<file path="config.mk">
export PLATFORM = sky130hd
export DESIGN_NAME = burst2_sram
export DESIGN_NICKNAME = d
export VERILOG_FILES = /design/src/rtl/b2s_pkg.sv /design/src/rtl/b2s_lane_merge.sv /design/src/rtl/b2s_store.sv /design/src/rtl/b2s_read_pipe.sv /design/src/rtl/burst2_sram.sv
export SDC_FILE = /design/constraint.sdc
export NUM_CORES = 1
export LEC_CHECK = 0
export BUFFER_PORTS_ARGS = -buffer_cell sky130_fd_sc_hd__buf_2
export CORE_ASPECT_RATIO = 1.25
export CORE_UTILIZATION = 62
export CTS_CLUSTER_DIAMETER = 80
export DETAILED_ROUTE_END_ITERATION = 12
export HOLD_SLACK_MARGIN = 0.12
export PLACE_DENSITY = 0.8
export SKIP_CTS_REPAIR_TIMING = 1
export SLEW_MARGIN = 5
export SYNTH_ARGS = -nofsm -noshare
export SYNTH_HDL_FRONTEND = slang
export SYNTH_SLANG_ARGS = --single-unit
export TNS_END_PERCENT = 20
</file>
<file path="constraint.sdc">
create_clock -name clk -period 2.58 [get_ports clk]
set_clock_uncertainty 0.1 [all_clocks]
set_input_delay 0.258 -clock clk [delete_from_list [all_inputs] [get_ports clk]]
set_output_delay 0.258 -clock clk [all_outputs]
set_load 0.005 [all_outputs]
</file>
<file path="src/rtl/b2s_pkg.sv">
package b2s_pkg;

    typedef enum logic [1:0] {
        CMD_IDLE  = 2'd0,
        CMD_READ  = 2'd1,
        CMD_WRITE = 2'd2
    } b2s_cmd_e;

    function automatic b2s_cmd_e b2s_decode(input logic ld, input logic wr);
        if (!ld)
            return CMD_IDLE;
        return wr ? CMD_WRITE : CMD_READ;
    endfunction

endpackage

</file>
<file path="src/rtl/b2s_lane_merge.sv">
module b2s_lane_merge #(
    parameter int unsigned DATA_W = 36,
    parameter int unsigned LANE_W = 9,
    localparam int unsigned NB    = DATA_W / LANE_W
) (
    input  logic [DATA_W-1:0] old_word,
    input  logic [DATA_W-1:0] new_word,
    input  logic [NB-1:0]     lane_en,
    output logic [DATA_W-1:0] merged
);

    for (genvar i = 0; i < NB; i++) begin : g_lane
        assign merged[i*LANE_W +: LANE_W] = lane_en[i] ? new_word[i*LANE_W +: LANE_W]
                                                       : old_word[i*LANE_W +: LANE_W];
    end

    if (NB * LANE_W < DATA_W) begin : g_tail
        assign merged[DATA_W-1:NB*LANE_W] = old_word[DATA_W-1:NB*LANE_W];
    end

endmodule

</file>
<file path="src/rtl/b2s_store.sv">
module b2s_store #(
    parameter int unsigned DATA_W = 36,
    parameter int unsigned LANE_W = 9,
    parameter int unsigned AW     = 4,
    localparam int unsigned NB    = DATA_W / LANE_W,
    localparam int unsigned WORDS = 2 ** (AW + 1)
) (
    input  logic              clk,
    input  logic              we,
    input  logic [AW:0]       waddr,
    input  logic [DATA_W-1:0] wdata,
    input  logic [NB-1:0]     wbe,
    input  logic [AW-1:0]     raddr,
    output logic [DATA_W-1:0] rword0,
    output logic [DATA_W-1:0] rword1
);

    logic [DATA_W-1:0] mem [WORDS];
    logic [DATA_W-1:0] wmerged;

    b2s_lane_merge #(.DATA_W(DATA_W), .LANE_W(LANE_W)) i_wmerge (
        .old_word (mem[waddr]),
        .new_word (wdata),
        .lane_en  (wbe),
        .merged   (wmerged)
    );

    always_ff @(posedge clk) begin
        if (we)
            mem[waddr] <= wmerged;
    end

    assign rword0 = mem[{raddr, 1'b0}];
    assign rword1 = mem[{raddr, 1'b1}];

endmodule

</file>
<file path="src/rtl/b2s_read_pipe.sv">
module b2s_read_pipe #(
    parameter int unsigned DATA_W = 36,
    parameter int unsigned LANE_W = 9,
    parameter int unsigned AW     = 4,
    localparam int unsigned NB    = DATA_W / LANE_W
) (
    input  logic              clk,
    input  logic              rst_n,
    input  logic              slot,
    input  logic              rd_cap,
    input  logic [AW-1:0]     rd_addr,
    input  logic [DATA_W-1:0] arr_w0,
    input  logic [DATA_W-1:0] arr_w1,
    input  logic              wcmd_vld,
    input  logic [AW-1:0]     wcmd_addr,
    input  logic              wdat_vld,
    input  logic [AW-1:0]     wdat_addr,
    input  logic [DATA_W-1:0] wr_data,
    input  logic [NB-1:0]     wr_be,
    output logic [DATA_W-1:0] rd_data,
    output logic              rd_oe
);

    typedef struct packed {
        logic              a_vld;
        logic [AW-1:0]     a_addr;
        logic [DATA_W-1:0] a_w0;
        logic [DATA_W-1:0] a_w1;
        logic              b_vld;
        logic [DATA_W-1:0] b_w0;
        logic [DATA_W-1:0] b_w1;
        logic              c_vld;
        logic [DATA_W-1:0] c_w0;
        logic [DATA_W-1:0] c_w1;
        logic              oe;
        logic [DATA_W-1:0] dout;
    } rp_t;

    rp_t rp_d, rp_q;

    logic              fwd0_hit, fwd1_hit;
    logic [DATA_W-1:0] fwd_w0, fwd_w1;

    // first beat of the preceding write arrives at the same edge as the read capture
    assign fwd0_hit = wcmd_vld && (wcmd_addr == rd_addr);
    // its second beat arrives one half-cycle later, while the read sits in stage a
    assign fwd1_hit = rp_q.a_vld && wdat_vld && (wdat_addr == rp_q.a_addr);

    b2s_lane_merge #(.DATA_W(DATA_W), .LANE_W(LANE_W)) i_fwd0 (
        .old_word (arr_w0),
        .new_word (wr_data),
        .lane_en  (wr_be),
        .merged   (fwd_w0)
    );

    b2s_lane_merge #(.DATA_W(DATA_W), .LANE_W(LANE_W)) i_fwd1 (
        .old_word (rp_q.a_w1),
        .new_word (wr_data),
        .lane_en  (wr_be),
        .merged   (fwd_w1)
    );

    always_comb begin
        rp_d = rp_q;
        if (slot) begin
            rp_d.c_vld  = rp_q.b_vld;
            rp_d.c_w0   = rp_q.b_w0;
            rp_d.c_w1   = rp_q.b_w1;
            rp_d.b_vld  = rp_q.a_vld;
            rp_d.b_w0   = rp_q.a_w0;
            rp_d.b_w1   = rp_q.a_w1;
            rp_d.a_vld  = rd_cap;
            rp_d.a_addr = rd_addr;
            rp_d.a_w0   = fwd0_hit ? fwd_w0 : arr_w0;
            rp_d.a_w1   = arr_w1;
        end else if (fwd1_hit) begin
            rp_d.a_w1   = fwd_w1;
        end
        rp_d.oe   = rp_q.c_vld;
        rp_d.dout = rp_q.c_vld ? (slot ? rp_q.c_w1 : rp_q.c_w0) : '0;
    end

    always_ff @(posedge clk) begin
        if (!rst_n)
            rp_q <= '0;
        else
            rp_q <= rp_d;
    end

    assign rd_data = rp_q.dout;
    assign rd_oe   = rp_q.oe;

    assert_oe_pair_R5: assert property (@(posedge clk) disable iff (!rst_n)
        $rose(rd_oe) |=> rd_oe)
        else $error("read enable did not span two beats");

    assert_oe_phase_R5: assert property (@(posedge clk) disable iff (!rst_n)
        $rose(rd_oe) |-> slot)
        else $error("first read beat on the wrong half-cycle");

    assert_quiet_bus_R10: assert property (@(posedge clk) disable iff (!rst_n)
        !rd_oe |-> (rd_data == '0))
        else $error("read data not zero while disabled");

endmodule

</file>
<file path="src/rtl/burst2_sram.sv">
module burst2_sram #(
    parameter int unsigned DATA_W = 36,
    parameter int unsigned LANE_W = 9,
    parameter int unsigned PAIRS  = 16,
    localparam int unsigned AW    = (PAIRS > 1) ? $clog2(PAIRS) : 1,
    localparam int unsigned NB    = DATA_W / LANE_W
) (
    input  logic              clk,
    input  logic              rst_n,
    input  logic              cmd_ld,
    input  logic              cmd_wr,
    input  logic [AW-1:0]     cmd_addr,
    input  logic [DATA_W-1:0] wr_data,
    input  logic [NB-1:0]     wr_be,
    output logic [DATA_W-1:0] rd_data,
    output logic              rd_oe,
    output logic              cmd_slot
);

    import b2s_pkg::*;

    typedef struct packed {
        logic          phase;
        logic          wcmd_vld;
        logic [AW-1:0] wcmd_addr;
        logic          wdat_vld;
        logic [AW-1:0] wdat_addr;
    } ctl_t;

    ctl_t ctl_d, ctl_q;

    b2s_cmd_e          cmd;
    logic              slot;
    logic              st_we;
    logic [AW:0]       st_waddr;
    logic [DATA_W-1:0] arr_w0, arr_w1;
    logic              rd_cap;

    assign slot = ~ctl_q.phase;
    assign cmd  = b2s_decode(cmd_ld, cmd_wr);

    always_comb begin
        ctl_d       = ctl_q;
        ctl_d.phase = ~ctl_q.phase;
        if (slot) begin
            ctl_d.wdat_vld  = ctl_q.wcmd_vld;
            ctl_d.wdat_addr = ctl_q.wcmd_addr;
            ctl_d.wcmd_vld  = (cmd == CMD_WRITE);
            if (cmd == CMD_WRITE)
                ctl_d.wcmd_addr = cmd_addr;
        end else begin
            ctl_d.wdat_vld  = 1'b0;
        end
    end

    always_ff @(posedge clk) begin
        if (!rst_n)
            ctl_q <= '0;
        else
            ctl_q <= ctl_d;
    end

    // beat 0 lands on the command edge after the write, beat 1 half a cycle later
    assign st_we    = slot ? ctl_q.wcmd_vld : ctl_q.wdat_vld;
    assign st_waddr = slot ? {ctl_q.wcmd_addr, 1'b0} : {ctl_q.wdat_addr, 1'b1};
    assign rd_cap   = slot && (cmd == CMD_READ);

    b2s_store #(.DATA_W(DATA_W), .LANE_W(LANE_W), .AW(AW)) i_store (
        .clk    (clk),
        .we     (st_we),
        .waddr  (st_waddr),
        .wdata  (wr_data),
        .wbe    (wr_be),
        .raddr  (cmd_addr),
        .rword0 (arr_w0),
        .rword1 (arr_w1)
    );

    b2s_read_pipe #(.DATA_W(DATA_W), .LANE_W(LANE_W), .AW(AW)) i_rpipe (
        .clk       (clk),
        .rst_n     (rst_n),
        .slot      (slot),
        .rd_cap    (rd_cap),
        .rd_addr   (cmd_addr),
        .arr_w0    (arr_w0),
        .arr_w1    (arr_w1),
        .wcmd_vld  (ctl_q.wcmd_vld),
        .wcmd_addr (ctl_q.wcmd_addr),
        .wdat_vld  (ctl_q.wdat_vld),
        .wdat_addr (ctl_q.wdat_addr),
        .wr_data   (wr_data),
        .wr_be     (wr_be),
        .rd_data   (rd_data),
        .rd_oe     (rd_oe)
    );

    assign cmd_slot = slot;

    logic rd_issue, wr_issue;
    assign rd_issue = rst_n && slot && cmd_ld && !cmd_wr;
    assign wr_issue = rst_n && slot && cmd_ld && cmd_wr;

    assert_slot_fall_R2: assert property (@(posedge clk) disable iff (!rst_n)
        cmd_slot |=> !cmd_slot)
        else $error("command slot did not toggle low");

    assert_slot_rise_R2: assert property (@(posedge clk) disable iff (!rst_n)
        !cmd_slot |=> cmd_slot)
        else $error("command slot did not toggle high");

    assert_beat0_timing_R3: assert property (@(posedge clk) disable iff (!rst_n)
        (st_we && slot) |-> $past(wr_issue, 2))
        else $error("first beat written without a write two edges earlier");

    assert_beat1_timing_R3: assert property (@(posedge clk) disable iff (!rst_n)
        (st_we && !slot) |-> $past(wr_issue, 3))
        else $error("second beat written without a write three edges earlier");

    assert_first_beat_R5: assert property (@(posedge clk) disable iff (!rst_n)
        $past(rd_issue, 6) |-> rd_oe)
        else $error("first read beat missing");

    assert_second_beat_R5: assert property (@(posedge clk) disable iff (!rst_n)
        $past(rd_issue, 7) |-> rd_oe)
        else $error("second read beat missing");

    assert_no_spurious_R7: assert property (@(posedge clk) disable iff (!rst_n)
        rd_oe |-> ($past(rd_issue, 6) || $past(rd_issue, 7)))
        else $error("read enable without a read command");

endmodule

</file>
==> Word-level counts from Yosys, hierarchy flattened <==
Memory sizes are Yosys's and may differ from the RTL's.
Index checks and enable logic that the tools add are counted.
{ "word_totals": {"ff_bits": 271, "latch_bits": 0, "ram_bits": 1152, "rom_bits": 0, "input_bits": 48, "output_inout_bits": 38, "elab_cells": 73, "n_memories": 1} }
{ "classes": {"n_addsub": 0, "multipliers": 0, "div": 0, "n_lt_le_gt_ge": 0, "eq_ne": 13, "n_shift": 0, "muxes": 22, "n_bitwise": 2, "n_reduce_logical": 15} }
{ "mem_list": {"columns": ["memory", "words", "width", "rd", "rd_clocked_by_memory_dff", "wr", "line", "source"], "rows": [
  ["i_store.mem", 32, 36, 2, 0, 1, "b2s_store.sv:18", "logic [DATA_W-1:0] mem [WORDS];"]
]} }
{ "ops": {"columns": ["operator", "count"], "rows": [
  ["36-bit 2-to-1 mux", 4],
  ["9-bit 2-to-1 mux", 12],
  ["2-bit AND reduction", 10],
  ["4-bit == test", 2],
  ["2-bit != test, second input constant", 4],
  ["5-bit 2-to-1 mux", 1],
  ["1-bit logical AND", 4],
  ["2-bit 2-to-1 mux", 2],
  ["1-bit != test, second input constant", 4],
  ["1-bit 2-to-1 mux", 3],
  ["2-bit by 1-bit == test with 1-bit output, second input constant", 1],
  ["2-bit == test, second input constant", 1],
  ["2-bit by 1-bit != test with 1-bit output, second input constant", 1],
  ["1-bit NOT", 2],
  ["2-bit OR reduction", 1]
]} }

==> Longest topological paths before layout <==
{ "depth": {"depth_word": 4, "depth_mapped": 10, "depth_no_buf": 5} }

==> Hierarchy <==
A second synthesis with hierarchy kept.
{ "unflattened": {"cells_unflattened": 4150, "hier_area_um2": 64918.5} }
{ "by_module_without_submodules": {"columns": ["mod", "n_inst", "cells_each", "area_per_inst_um2", "seq_area_each_um2"], "rows": [
  ["b2s_store", 1, 2921, 52424.0, 34593.2],
  ["b2s_read_pipe", 1, 1067, 10284.9, 5205.0],
  ["b2s_lane_merge", 3, 40, 585.6, 0.0],
  ["burst2_sram", 1, 42, 452.9, 220.2]
]} }

==> Worst setup path after synthesis <==
Ideal clock, no wire load.
{ "synth_timing": {"path_kind": "reg2reg", "from": "register ctl_q[10] (netlist bit)", "to": "memory i_store.mem[13][0] (enable)", "setup_time_ns": 0.374, "arrival_time_ns": 1.773, "required_ns": 2.106, "path_slack_ns": 0.333, "stages_incl_launch_ff": 7, "path_buffers": 2, "period_less_slack_ns": 2.247, "cell_sequence": "dfxtp_1 buf_2 clkinv_1 clkbuf_1 nor3_1 nand2_1 nor2_1"} }
{ "synth_via": {"elab_chain_cells": 4, "word_cells_on_any_way": 5, "classes_between": "4 x mux; 1 x reduce/logical"} }
{ "synth_rtl": {"columns": ["item", "line", "source"], "rows": [
  ["start, declared", "burst2_sram.sv:30", "ctl_t ctl_d, ctl_q;"],
  ["start signal, assigned", "burst2_sram.sv:60", "ctl_q <= ctl_d;"],
  ["1-bit 2-to-1 mux", "burst2_sram.sv:64", "assign st_we = slot ? ctl_q.wcmd_vld : ctl_q.wdat_vld;"],
  ["1-bit 2-to-1 mux", "b2s_store.sv:29", "if (we)"],
  ["1-bit 2-to-1 mux (not written as such)", "b2s_store.sv:30", "mem[waddr] <= wmerged;"],
  ["2-bit AND reduction (no line)", null, null],
  ["end, declared", "b2s_store.sv:18", null]
]} }
Parallel ways exist; a longest one is shown, timed or not.

==> Worst setup path after layout <==
{ "layout_timing": {"from": "register ctl_q[0] (netlist bit)", "to": "memory i_store.mem[19][34] (enable)"} }
{ "layout_via": {"elab_chain_cells": 1} }
{ "layout_rtl": {"columns": ["item", "line", "source"], "rows": [
  ["5-bit 2-to-1 mux", "burst2_sram.sv:65", "assign st_waddr = slot ? {ctl_q.wcmd_addr, 1'b0} : {ctl_q.wdat_addr, 1'b1};"]
]} }
No other way between the ends.

==> impl_metrics.yaml <==
routing:
  drt-total-wl_um: 132000
  wl_per_cell_um: 29.7
  drc_errors: 0
  vias_per_cell: 6.62
  ant_nets: 0
  first_pass_iters: 7
  vias: 29465
  first_iter_violations: 3912
synth:
  synth_cell_types: 52
  ys_ff_latch: 1423
  syn-num-nets: 3011
  yosys_most_used_dff: "edfxtp_1"
  synth-xor-area-share_pct: 0.130
  synth_edf_count: 1152
  synthMuxAreaShare_pct: 15.8
  synth_top_family_by_area: "multiplexers"
  synth_largest_area_cell: "edfxtp_1"
  synth_compound_gate_area_share_pct: 3.80
  synthesis.area_um2: 53900
  yosys_warnings: 0
  synth_top_cell_area_share_pct: 64.2
  seq_area_frac_synth_pct: 74.2
  synthAdderAreaFrac_pct: 0
  synthSimpleGateAreaFrac_pct: 3.96
  async_reset_ff_share_pct: 0
  yosysMostFrequentCell: "edfxtp_1"
  netlist_top_cells_count: "edfxtp_1 (1,152), mux4_2 (283), dfxtp_1 (271)"
  synth_area_leaders: "edfxtp_1 (64%), mux4_2 (12%), dfxtp_1 (10%), mux2i_1 (3.8%), nor2_1 (1.8%)"
  syn-instance-count: 2963
  syn_avg_cell_area_um2: 18.2
timing:
  layout_setup_ws_ns: -0.0592
  period_share_pct: 102
  slew_violations: 0
  min_period_ns: 2.64
  rsz0062_at_grt: "true"
  max_freq_mhz: 379
  finalSetupTns_ns: -0.805
  slew_headroom_pct: 22.2
  hold_viol: 0
  setup_viol: 24
  worst_pin_slew_ns: 1.16
critical_path:
  crit_end: "i_store.mem[19][34]"
  crit_path_start_kind: "register"
  r2r_cells: 3
  rrSetupSlack_ns: -0.06
  worstReg2RegEnd: "i_store.mem[19][34]"
  r2r_start: "ctl_q[0]"
  slowest_delay_ns: 1.00
  crit_path_start: "ctl_q[0]"
  crit_type: "register to register"
  cp_data_required_time_ns: 2.84
  cp.arrival_ns: 2.90
  crit_slowest_cell: "nor2_1"
  crit_fanout: 9
  cp-end-kind: "register"
  path_cells: "and3_1, nand2_1, nor2_1"
clocking:
  cts.htree.levels: 4
  numCtsBuffers: 130
  cts.sinks: 1423
  clock_latency_ns: 0.75
  cts_root_buffer: "clkbuf_16"
  cts_tree: "built"
  clk_pin_slew_ns: 0.06
  clockBufferDepth: 3
global_route:
  grt_pass1_vias: 29986
  grt_pass1_wl_um: 195000
  grt_util_all_layers_pct: 30.6
  grt_overflow_total: 0
  grt_max_degree: 99
  antenna_found_initial: 6
floorplan:
  die_width_um: 266
  placementRows: 120
  ios: 86
  die_h_um: 332
  start_util_pct: 62.8
  fp.coreArea_um2: 85900
  dieArea_um2: 88200
finish:
  final_cells: 4450
  fin_area_um2: 61100
  nets: 3232
  drive_gt1_share_pct: 23.7
  syn2layout_area_growth_pct: 13.3
place:
  portBuffers: 85
  dp_hpwl_um: 82700
  gp_congestion: 0.941
  postPlaceCellArea_um2: 56300
  dp.cells: 4164
power:
  powerDensity_nw_per_um2: 764
  p_leak_nw: 20.4
  ir_worst_vdd_mv: 0.552
run_status:
  violations: "setup timing"
  status: "finished, violations left"
min_path:
  hold_path_class: "input pin to register"
run:
  max_cap_viol_count: 0
## cell families (layout without fill, tap and decap cells)
| logic type | after synthesis | after routing |
|---|---|---|
| compound gates | 306 | 306 |
| xor+xnor | 8 | 8 |
| buf+inv | 219 | 544 |
| flops | 1423 | 1423 |
| mux | 496 | 496 |
| other cells | 0 | 3 |
| simple gates | 511 | 511 |
## sequential cells by signal (all words and copies together) (netlist names)
| name | cells |
|---|---|
| i_store.mem | 1152 |
| i_rpipe.rp_d | 1 |
| i_rpipe.rd_data | 36 |
| i_rpipe.rp_q | 222 |
| i_rpipe.rd_oe | 1 |
| ctl_q | 11 |
## power by group
group	internal, mW	switching [mW]	leakage, nW	total, mW
logic	0.991	1.51	5.77	2.50
clock network	10.7	8.32	2.05	19.0
registers	25.0	0.165	12.6	25.2
total	36.7	9.99	20.4	46.7
## worst min path at each step
stage	cells past startpoint	end	startpoint	slack [ns]
after floorplan	0	i_store.mem[0][0]	wr_data[0]	0.26
after global placement	2	i_rpipe.rp_q[210]	i_rpipe.rp_q[210]	0.35
after global routing	5	i_rpipe.rp_q[198]	wr_be[1]	0.18
after detailed placement	2	i_rpipe.rp_q[212]	i_rpipe.rp_q[212]	0.35
final	5	i_rpipe.rp_q[198]	wr_be[1]	0.18
after CTS	1	i_store.mem[0][7]	wr_data[7]	-0.17
## routing by layer
metal  share of wire (%)  wire [um]  GRT usage, %  vias up
li1                    -          -             -    12157
met5               0.031         41         0.607        -
met4                 5.0       6610          15.1        6
met3                  10      13800          7.44      397
met1                  35      46600          39.1    15021
met2                  49      65100          49.3     1884
## placed cells by master (no fill, tap or decap), types with 46 or more instances in the layout
master         synthesis  routed
and3_1                46      46
nor2_1               260     225
o22ai_1               56      56
mux2i_1              206     206
clkbuf_16              0     133
buf_4                 46     146
dlygate4sd3_1          0      47
buf_2                 54      82
edfxtp_1            1152    1152
nand2_1              164     164
mux4_2               283     283
dfxtp_1              271     270
a21oi_1              124     124
## per-stage QoR
step	setup slack (ns)	total power [mW]	util [%]	hold WS, ns
5_1_grt	-0.0571	47.8	71.1	0.179
4_1_cts	-0.240	46.7	70.5	-0.168
6_report	-0.0592	46.7	71.1	0.180
3_5_place_dp	-0.0568	28.0	65.6	0.348
2_1_floorplan	0.333	27.0	-	0.257
3_3_place_gp	0.0336	27.9	65.6	0.347
## layout make-up
| cell class | instances | area (um^2) |
|---|---|---|
| sequential | 1423 | 40000 |
| fill | 4941 | 24800 |
| multi-input combinational | 1321 | 12900 |
| clock buffer | 168 | 3560 |
| timing repair buffer | 304 | 2530 |
| tap | 1159 | 1450 |
| clock inverter | 68 | 644 |
| inverter | 4 | 18.8 |
| antenna | 3 | 7.51 |
## critical path, delay by kind of cell (launching register included)
family	cells	cell delay [ns]
flops	1	0.53
simple gates	3	1.63
Note: power is estimated with default switching activity, not from simulation.
